$ cat src/rtl/i2c_pkt_frontend.sv
module i2c_pkt_frontend #(
  parameter int DEPTH = 8,
  parameter int CW = 12
) (
  input  logic        clk,
  input  logic        rst_n,
  input  logic        go,
  input  logic        tx_wr,
  input  logic [31:0] tx_wdata,
  input  logic        rx_rd,
  output logic [31:0] rx_rdata,
  input  logic        flush_rx,
  input  logic        flush_tx,
  output logic [7:0]  fifo_level,
  input  logic [7:0]  int_en,
  input  logic        int_clr_we,
  input  logic [7:0]  int_clr,
  output logic [7:0]  int_status,
  output logic        irq,
  output logic        eng_valid,
  output logic [1:0]  eng_op,
  output logic [7:0]  eng_byte,
  output logic        eng_last,
  output logic        eng_stop,
  input  logic        eng_done,
  input  logic        eng_nack,
  input  logic        eng_arb_lost,
  input  logic [7:0]  eng_rdata
);
  localparam int AW = $clog2(DEPTH);
  localparam logic [AW:0] FULL = (AW+1)'(DEPTH);

  typedef enum logic [2:0] {S_IDLE, S_H1, S_H2, S_ADDR, S_DATA, S_SKIP, S_HALT} st_t;
  st_t st;

  logic [31:0] txm [DEPTH];
  logic [31:0] rxm [DEPTH];
  logic [AW-1:0] tx_wp, tx_rp, rx_wp, rx_rp;
  logic [AW:0] tx_cnt, rx_cnt;
  logic tx_empty, tx_full, rx_empty, rx_full, tx_push, tx_pop, rx_push, rx_pop;
  logic [31:0] tx_head, wbuf, rbuf, rx_word;
  logic [CW-1:0] cnt;
  logic [7:0] addr, set;
  logic [1:0] bidx;
  logic proto, rd, cont, rep, ie, prev_cont, prev_rep, wvalid, err, fin;

  assign tx_empty = tx_cnt == '0;
  assign tx_full  = tx_cnt == FULL;
  assign rx_empty = rx_cnt == '0;
  assign rx_full  = rx_cnt == FULL;
  assign tx_head  = txm[tx_rp];
  assign rx_rdata = rxm[rx_rp];
  assign tx_push  = tx_wr && !tx_full;
  assign rx_pop   = rx_rd && !rx_empty;
  assign fifo_level = {4'(FULL - tx_cnt), 4'(rx_cnt)};
  assign irq = |(int_status & int_en);
  assign err = eng_done && (eng_nack || eng_arb_lost);

  always_comb begin
    tx_pop = 1'b0;
    if (go && !tx_empty)
      case (st)
        S_IDLE, S_H1, S_H2: tx_pop = 1'b1;
        S_DATA: tx_pop = !rd && !wvalid && !eng_valid;
        S_SKIP: tx_pop = !rd;
        default: tx_pop = 1'b0;
      endcase
  end

  assign fin = (st == S_DATA && eng_done && !err && cnt == '0) ||
               (st == S_SKIP && go && (rd || (tx_pop && cnt < CW'(4))));
  assign rx_push = st == S_DATA && rd && eng_done && !err && (bidx == 2'd3 || cnt == '0);

  always_comb begin
    rx_word = rbuf;
    rx_word[bidx*8 +: 8] = eng_rdata;
  end

  always_comb begin
    set = '0;
    set[0] = !rx_empty;
    set[1] = st == S_DATA && go && !rd && !wvalid && !eng_valid && tx_empty;
    set[2] = eng_done && eng_arb_lost;
    set[3] = eng_done && eng_nack;
    set[4] = rx_rd && rx_empty;
    set[5] = tx_wr && tx_full;
    set[6] = fin && (tx_cnt - (AW+1)'(tx_pop)) == '0;
    set[7] = fin && ie;
  end

  always_ff @(posedge clk) begin
    if (tx_push) txm[tx_wp] <= tx_wdata;
    if (rx_push) rxm[rx_wp] <= rx_word;
  end

  always_ff @(posedge clk or negedge rst_n)
    if (!rst_n) begin
      tx_wp <= '0; tx_rp <= '0; tx_cnt <= '0;
      rx_wp <= '0; rx_rp <= '0; rx_cnt <= '0;
      int_status <= '0;
    end else begin
      int_status <= (int_status & ~(int_clr_we ? int_clr : 8'h00)) | set;
      if (flush_tx) begin
        tx_wp <= '0; tx_rp <= '0; tx_cnt <= '0;
      end else begin
        if (tx_push) tx_wp <= tx_wp + 1'b1;
        if (tx_pop)  tx_rp <= tx_rp + 1'b1;
        tx_cnt <= tx_cnt + (AW+1)'(tx_push) - (AW+1)'(tx_pop);
      end
      if (flush_rx) begin
        rx_wp <= '0; rx_rp <= '0; rx_cnt <= '0;
      end else begin
        if (rx_push) rx_wp <= rx_wp + 1'b1;
        if (rx_pop)  rx_rp <= rx_rp + 1'b1;
        rx_cnt <= rx_cnt + (AW+1)'(rx_push) - (AW+1)'(rx_pop);
      end
    end

  always_ff @(posedge clk or negedge rst_n)
    if (!rst_n) begin
      st <= S_IDLE; proto <= 1'b0; cnt <= '0; addr <= '0;
      {rd, cont, rep, ie, prev_cont, prev_rep, wvalid} <= '0;
      wbuf <= '0; rbuf <= '0; bidx <= '0;
      eng_valid <= 1'b0; eng_op <= '0; eng_byte <= '0; eng_last <= 1'b0; eng_stop <= 1'b0;
    end else if (!go && !eng_valid) begin
      st <= S_IDLE; prev_cont <= 1'b0; prev_rep <= 1'b0;
      wvalid <= 1'b0; bidx <= '0; rbuf <= '0;
    end else begin
      if (eng_done) eng_valid <= 1'b0;
      case (st)
        S_IDLE: if (tx_pop) begin proto <= tx_head[4]; st <= S_H1; end
        S_H1: if (tx_pop) begin cnt <= tx_head[CW-1:0]; st <= S_H2; end
        S_H2: if (tx_pop) begin
          addr <= {tx_head[7:1], tx_head[19]};
          rd <= tx_head[19]; cont <= tx_head[15]; rep <= tx_head[16]; ie <= tx_head[17];
          st <= !proto ? S_SKIP : prev_cont ? S_DATA : S_ADDR;
        end
        S_ADDR:
          if (eng_done) st <= err ? S_HALT : S_DATA;
          else if (go && !eng_valid) begin
            eng_valid <= 1'b1; eng_op <= prev_rep ? 2'd1 : 2'd0; eng_byte <= addr;
            eng_last <= 1'b0; eng_stop <= 1'b0;
          end
        S_DATA:
          if (eng_done) begin
            if (err) st <= S_HALT;
            else begin
              cnt <= cnt - 1'b1;
              bidx <= bidx + 1'b1;
              if (bidx == 2'd3 || cnt == '0) wvalid <= 1'b0;
              rbuf <= rx_push ? 32'h0 : rx_word;
              if (fin) begin
                st <= S_IDLE; bidx <= '0; prev_cont <= cont; prev_rep <= rep;
              end
            end
          end else if (go && !eng_valid) begin
            if (rd) begin
              if (!rx_full) begin
                eng_valid <= 1'b1; eng_op <= 2'd3; eng_byte <= 8'h00;
                eng_last <= cnt == '0; eng_stop <= cnt == '0 && !cont && !rep;
              end
            end else if (wvalid) begin
              eng_valid <= 1'b1; eng_op <= 2'd2; eng_byte <= wbuf[bidx*8 +: 8];
              eng_last <= cnt == '0; eng_stop <= cnt == '0 && !cont && !rep;
            end else if (tx_pop) begin
              wbuf <= tx_head; wvalid <= 1'b1;
            end
          end
        S_SKIP:
          if (fin) st <= S_IDLE;
          else if (tx_pop) cnt <= cnt - CW'(4);
        default: ;
      endcase
    end


  eng_hold_chk: assert property (@(posedge clk) disable iff (!rst_n)
    eng_valid && !eng_done |=> eng_valid && $stable(eng_op) && $stable(eng_byte) && $stable(eng_stop));

  rd_room_chk: assert property (@(posedge clk) disable iff (!rst_n)
    $rose(eng_valid) && eng_op == 2'd3 |-> rx_cnt != FULL);

  go_gate_chk: assert property (@(posedge clk) disable iff (!rst_n)
    $rose(eng_valid) |-> $past(go));

  halt_quiet_chk: assert property (@(posedge clk) disable iff (!rst_n)
    st == S_HALT |-> !eng_valid);

  no_overflow_chk: assert property (@(posedge clk) disable iff (!rst_n)
    tx_wr && tx_full && !flush_tx && !tx_pop |=> int_status[5] && $stable(tx_cnt));

  level_bound_chk: assert property (@(posedge clk) disable iff (!rst_n)
    tx_cnt <= FULL && rx_cnt <= FULL);
endmodule

$ cat config.mk
export PLATFORM = sky130hd
export DESIGN_NAME = i2c_pkt_frontend
export DESIGN_NICKNAME = d
export VERILOG_FILES = /design/src/rtl/i2c_pkt_frontend.sv
export SDC_FILE = /design/constraint.sdc
export NUM_CORES = 1
export LEC_CHECK = 0
export BUFFER_PORTS_ARGS = -buffer_cell sky130_fd_sc_hd__buf_2
export CAP_MARGIN = 20
export CORE_UTILIZATION = 25
export DETAILED_ROUTE_END_ITERATION = 8
export PLACE_DENSITY = 0.49
export SLEW_MARGIN = 20
export SYNTH_ARGS = -nofsm -noshare
export SYNTH_HDL_FRONTEND = slang
export SYNTH_SLANG_ARGS = --single-unit
$ cat constraint.sdc
create_clock -name clk -period 5.8 [get_ports clk]
set_input_delay 0.29 -clock clk [delete_from_list [all_inputs] [get_ports clk]]
set_output_delay 0.29 -clock clk [all_outputs]
set_load 0.05 [all_outputs]
==> reports/metrics.csv, run 1 <==
metric,value,unit
P per Cell Area,420,nW/um2
syn avg cell area,16.7,um2
RSZ-0062 raised after global routing,false,
syn nets,1685,
Peak Freq,0.260,GHz
largest net degree at the start of global routing,84,
Critical Path RT,6.09,ns
# setup viols final,0,
Worst-Margin Slew,1.14,ns
Setup TNS,0,ns
grt ovf,0,
Yosys reg bits,649,
Tot Pwr,0.0133,W
Int Power,0.00925,W
area fraction of the dominant cell type after synthesis,57.8,%
post-detail-place hpwl,40.2,mm
Finished Layout Cells,3224,
die span in y,328,um
Slew headroom,24.0,%
post-synthesis to final-layout area growth,19.3,%
share of cells above drive strength 1,25.3,%
status,finished with violations,
Yosys top cell by area,edfxtp_1,
fillcell total,10418,
Clock Tree Buf Depth,3,
Setup WS pre-CTS,1.88,ns
post-CTS setup repair buffer count,0,
sequential cell area,18800,um2
H-tree Lvls,3,
initial antenna violation count,2,
Fin. Hold Viols,0,
Final Critical Period,3.84,ns
CTS tree,yes,
Final nets,1874,
Post-synth EDFFs,512,
DR pass1 iterations,7,
Num CTS Buffers,71,
gr usage total,12.4,%
multi-input logic area,7210,um2
IO buf count,128,
Layout Skew,0.0172,ns
Vias/cell,4.53,
Switching Share,30.6,%
Startpoint Class,flop,
top post-synthesis cells by area,"edfxtp_1 (58%), dfrtp_1 (13%), mux4_2 (11%), nand2_1 (2.0%), mux2_2 (1.9%)",
Clk network pwr share,33.8,%
maxcap violations,0,
register area share after synthesis,70.7,%
Synth Flop Type,edfxtp_1,
Diodes inserted,0,
Die Width,328,um
fin crit share,66.2,%
ys async rst share,21.1,%
peak supply drop,0.348,mV
vias in the first global route,15389,
clk root buf,clkbuf_16,
Mapped Cells,1590,
share of power burned in registers,44.0,%
final setup margin,1.96,ns
first-pass GRT wire length,99.6,mm
Arrival @ worst endpoint,4.13,ns
leakage power,10.7,nW
fin. max-slew vios,0,
most instantiated cells after synthesis,"edfxtp_1 (512), nand2_1 (145), dfrtp_1 (137)",
DR WL/cell,20.5,um
starting density of the core,25.2,%
CTS resizes,0,
Ys Warns,0,
Clock Latency Late Sink,0.61,ns
DRC,30,
Ports,129,
Row Count,119,
die area,108000,um2
"CTS clk-pin slew, worst paths",0.06,ns
# clock sinks,649,
Worst Setup End Kind,flop,
Comb pwr share,22.2,%
cts hold-fix bufs,43,
Core Footprint,105000,um2
drt initial violations,1052,
CP max FO,19,
NetSw,0.00407,W
Post-Place Cells,3054,
most frequent cell after synthesis,edfxtp_1,
Synth Cell Area,26600,um2
"Distinct cells, synth",68,
routability cong.,0.775,
routed wire length,66.1,mm
crit path kind,reg2reg,
Hold Slack,0.0419,ns
total number of vias,14589,
Hold/Removal Path Class,in2reg,
Antenna Violating Nets Remaining,0,
failing checks,DRC,
final timing paths:
| check | slack (ns) | to | cells past startpoint | startpoint |
|---|---|---|---|---|
| setup / recovery | 1.96 | rxm[3][12]$_DFFE_PP_ | 6 | bidx[0]$_DFFE_PN0P_ |
| hold / removal | 0.04 | int_status[3]$_DFF_PN0_ | 2 | eng_nack |
| setup reg to reg | 1.96 | rxm[3][12]$_DFFE_PP_ | 6 | bidx[0]$_DFFE_PN0P_ |
| hold reg to reg | 0.48 | rbuf[12]$_DFFE_PN0P_ | 2 | rbuf[12]$_DFFE_PN0P_ |
| max in group asynchronous | 4.15 | addr[1]$_DFFE_PN0P_ | 3 | rst_n |
| min in group asynchronous | 0.31 | int_status[3]$_DFF_PN0_ | 2 | rst_n |
flip-flops by register name (all words and copies together), names as in the netlist, 2 cells and up:
signal / flops
st: 3
rx_rp: 3
int_status: 8
rxm: 256
tx_rp: 3
rx_cnt: 4
tx_cnt: 4
wbuf: 32
rbuf: 32
tx_wp: 3
eng_byte: 8
eng_op: 2
bidx: 2
rx_wp: 3
addr: 8
txm: 256
cnt: 12
power groups by stage:
stage | clock network (W) | logic [W] | registers, W
floorplan | 0 | 0.00218 | 0.00580
global placement | 0 | 0.00294 | 0.00593
detailed placement | 0 | 0.00298 | 0.00596
CTS | 0.00463 | 0.00302 | 0.00586
global route | 0.00481 | 0.00323 | 0.00592
finish | 0.00451 | 0.00296 | 0.00585
layout by cell type, fill, tap and decap left out, types with 9 or more instances in the layout:
| cell | netlist | final |
|---|---|---|
| nand3_1 | 9 | 9 |
| o21a_1 | 36 | 36 |
| nor3_1 | 15 | 10 |
| nand2_1 | 145 | 145 |
| o31ai_1 | 14 | 14 |
| clkbuf_1 | 56 | 16 |
| edfxtp_1 | 512 | 512 |
| mux2i_1 | 43 | 43 |
| buf_2 | 17 | 128 |
| inv_1 | 91 | 91 |
| a21oi_1 | 20 | 20 |
| nor2_1 | 54 | 44 |
| nor2_4 | 0 | 10 |
| mux4_2 | 126 | 126 |
| xnor2_1 | 12 | 12 |
| clkinv_1 | 0 | 11 |
| a22oi_1 | 18 | 18 |
| o21ai_0 | 95 | 94 |
| mux2_2 | 46 | 46 |
| buf_4 | 2 | 26 |
| dlygate4sd3_1 | 0 | 43 |
| clkbuf_16 | 0 | 72 |
| dfrtp_1 | 137 | 133 |
| nor2b_1 | 10 | 10 |
| ha_1 | 26 | 26 |
metrics by stage:
step           util, %  cell area, um2
5_1_grt           30.1           31700
3_5_place_dp      27.5           29000
3_3_place_gp      27.5           29000
2_1_floorplan        -           26600
4_1_cts           30.1           31700
6_report          30.1           31700
worst max-delay path: stages (launching register included):
cell	delay [ns]
dfrtp_1	0.92
ha_1	0.56
a41oi_2	0.12
or3_1	0.54
or2_4	0.35
nor2_4	0.62
buf_4	0.40
routing by layer:
metal	up-vias	GRT usage, %	wire [um]
li1	6492	-	-
met1	7609	16.8	29800
met2	392	20.2	31500
met3	94	2.39	3370
met4	2	3.56	1400
met5	-	0	8
kinds of logic (layout without fill, tap and decap cells):
group / Yosys count / after routing / synth area share, %
muxes: 215 / 215 / 14.2
adders and majority gates: 28 / 28 / 1.37
buffers and inverters: 175 / 418 / 2.71
AOI/OAI and AO/OA: 233 / 233 / 5.69
xor gates and xnor gates: 16 / 16 / 0.527
DFF: 649 / 649 / 70.7
and+or+nand+nor: 274 / 274 / 4.74
final cells by class:
cell class	instances	area share, %
multi-input cells	766	22.7
repair buffers	200	4.13
flip-flops and latches	649	59.3
clock buffers	94	6.13
well taps	1391	5.49
clock inverters	33	1.14
inverters	91	1.08
Power figures use the tool's default switching activity.
==> run 2, diff against run 1 <==
--- a/config.mk
+++ b/config.mk
@@ -9,7 +9,7 @@
 export CAP_MARGIN = 20
 export CORE_UTILIZATION = 25
 export DETAILED_ROUTE_END_ITERATION = 8
-export PLACE_DENSITY = 0.49
+export PLACE_DENSITY = 0.51
 export SLEW_MARGIN = 20
 export SYNTH_ARGS = -nofsm -noshare
 export SYNTH_HDL_FRONTEND = slang
==> constraint.sdc (replaced) <==
create_clock -name clk -period 3.2 [get_ports clk]
set_input_delay 0.16 -clock clk [delete_from_list [all_inputs] [get_ports clk]]
set_output_delay 0.16 -clock clk [all_outputs]
set_load 0.05 [all_outputs]
==> run 2 against run 1 <==
Global-route usage is 0.38 points lower. Utilization grew 0.59 points. The flow still finishes with violations (DRC). Sequential share of layout area down 1.1 points. Flip-flop and latch count did not move. Largest power group unchanged. Critical path depth fell by 2. Clock power up 81%. Total power rose by 82%. Final cell count increased by 1.5%. Combinational power is 94% higher. Highest routed layer unchanged. Count of clock-buffer cells in the layout fell by 1. Wire length fell by 2.3%.
==> reports/metrics.csv, run 2 (synthesis gave the netlist of run 1 again) <==
metric,value,unit,change
DRC,44,,was 30
leakage power,11.0,nW,was 10.7 nW
CTS resizes,0,,unchanged
Clock Tree Buf Depth,3,,unchanged
"commonest cells after routing, fill and taps aside","edfxtp_1 (512), nand2_1 (145), dfrtp_1 (133)",,unchanged
routability cong.,0.777,,was 0.775
gr usage total,12.0,%,was 12.4%
drt initial violations,1020,,"was 1,052"
total number of vias,14493,,was 14.6k
DR WL/cell,19.7,um,was 20.5 um
fin crit share,89.6,%,
Startpoint Class,flop,,unchanged
Tot Pwr,0.0243,W,was 0.0133 W
Row Count,119,,unchanged
Vias/cell,4.43,,was 4.53
# setup viols final,0,,unchanged
Num CTS Buffers,70,,was 71
Core Footprint,105000,um2,unchanged
Worst-Margin Slew,1.04,ns,was 1.14 ns
peak supply drop,0.452,mV,was 0.348 mV
die area,108000,um2,unchanged
RSZ-0062 raised after global routing,false,,unchanged
Critical Path RT,3.04,ns,was 6.09 ns
Worst Setup End Kind,output port,,was flop
maxcap violations,0,,unchanged
die span in y,328,um,unchanged
Clock Latency Late Sink,0.61,ns,about the same
Peak Freq,0.349,GHz,
critical-path cell list,"buf_4, mux4_2, mux2_2, buf_2",,"was ha_1, a41oi_2, or3_1, or2_4, nor2_4, buf_4"
Ports,129,,unchanged
"CTS clk-pin slew, worst paths",0.07,ns,was 0.06 ns
# clock sinks,649,,unchanged
status,finished with violations,,unchanged
vias in the first global route,15305,,was 15.4k
routed wire length,64.6,mm,was 66.1 mm
DR pass1 iterations,7,,unchanged
initial antenna violation count,3,,was 2
Largest regs,"rxm x256, txm x256",,unchanged
"Largest stage delay, worst path",0.68,ns,was 0.92 ns
"delay-heaviest family, CP",multiplexers,,was simple AND/OR/NAND/NOR gates
Arrival @ worst endpoint,2.71,ns,was 4.13 ns
clk root buf,clkbuf_16,,unchanged
Buf/Inv on CP,2,,was 1
Hold/Removal Path Class,in2reg,,unchanged
crit path max-delay cell type,dfrtp_4,,was dfrtp_1
post-synthesis to final-layout area growth,21.7,%,was 19.3%
Layout Skew,0.0158,ns,was 0.0172 ns
post-detail-place hpwl,39.4,mm,was 40.2 mm
Die Width,328,um,unchanged
Finished Core Util,30.7,%,was 30.1%
CTS tree,yes,,unchanged
fillcell total,10343,,was 10.4k
Final nets,1918,,"was 1,874"
P per Cell Area,751,nW/um2,was 420 nW/um2
Final Critical Period,2.87,ns,
starting density of the core,25.2,%,unchanged
"commonest non-fill, non-tap cell in the layout",edfxtp_1,,unchanged
H-tree Lvls,3,,unchanged
first-pass GRT wire length,97.2,mm,was 99.6 mm
largest net degree at the start of global routing,72,,was 84
Antenna Violating Nets Remaining,0,,unchanged
IO buf count,128,,unchanged
crit path kind,reg2out,,was reg2reg
share of cells above drive strength 1,26.3,%,was 25.3%
failing checks,DRC,,unchanged
Fin. Hold Viols,0,,unchanged
fin. max-slew vios,0,,unchanged
CP max FO,15,,was 19
Slew headroom,30.8,%,was 24.0%
grt ovf,0,,unchanged
## run 2: cell count changes in the layout (fill, tap and decap cells not counted), sizes merged
| cell | previous run | this run |
|---|---|---|
| clkbuf | 94 | 93 |
| buf | 157 | 189 |
| diode | 0 | 2 |
| dlygate4sd3 | 43 | 56 |
| clkinv | 20 | 24 |
| clkinvlp | 2 | 0 |
| bufinv | 7 | 6 |
## run 2: where the power goes
| group | total [W] | switching (W) | internal, W |
|---|---|---|---|
| Combinational | 0.00575 | 0.00339 | 0.00236 |
| Sequential | 0.0104 | 0.000656 | 0.00974 |
| Clock | 0.00816 | 0.00336 | 0.00480 |
## run 2: worst paths after layout
check                           slack [ns]                    start                 endpoint  cells after the start
worst max-delay path                  0.33     rx_rp[0]$_DFFE_PN0P_              rx_rdata[6]                      4
worst min-delay path                  0.03               int_clr[6]  int_status[6]$_DFF_PN0_                      3
worst max register to register        0.40       cnt[2]$_DFFE_PN0P_     rxm[7][23]$_DFFE_PP_                      8
worst min register to register        0.47  eng_byte[0]$_DFFE_PN0P_  eng_byte[0]$_DFFE_PN0P_                      2
max in group asynchronous             2.14                    rst_n     wbuf[13]$_DFFE_PN0P_                      3
min in group asynchronous             0.18                    rst_n  int_status[6]$_DFF_PN0_                      2
## run 2: final cells by class
class / count / area, um2 / area share [%]
repair buffers: 245 / 1930 / 5.96
clock inverters: 34 / 350 / 1.08
inverters: 91 / 342 / 1.06
well taps: 1391 / 1740 / 5.38
diodes: 2 / 5.00 / 0.0155
multi-input cells: 766 / 7220 / 22.3
flip-flops and latches: 649 / 18800 / 58.2
clock buffers: 93 / 1950 / 6.03
## run 2: repair_timing
item	in CTS	in global routing
endpoints found under the setup margin	0	7
endpoints found under the hold margin	360	0
hold buffers	56	0
setup buffers	0	1
## run 2: worst reg2reg max path: stages (launching register included)
cell and delay (ns):
dfrtp_1 0.41, inv_1 0.12, ha_1 0.33, a41oi_2 0.22, or3_1 0.39, buf_4 0.21
or2_4 0.30, nor2_4 0.13, buf_4 0.34
## run 2: stage by stage
step	cell area [um2]	setup slack, ns	setup TNS (ns)	hold WS (ns)	cells
after global routing	32300	0.184	0	0.0576	3270
after global placement	29500	0.452	0	0.257	3085
after CTS	32300	0.0112	0	0.00186	3268
after floorplan	26600	-0.421	-49.97	-0.136	1590
final	32300	0.332	0	0.0348	3271
after detailed placement	29500	0.396	0	0.272	3085
## run 2: per-layer routing
metal / track usage [%] / up-vias / part of all wire [%]
li1: - / 6570 / -
met1: 15.9 / 7497 / 44
met2: 19.7 / 323 / 49
met3: 2.60 / 99 / 5.3
met4: 3.55 / 4 / 2.3
met5: 0 / - / 0.040
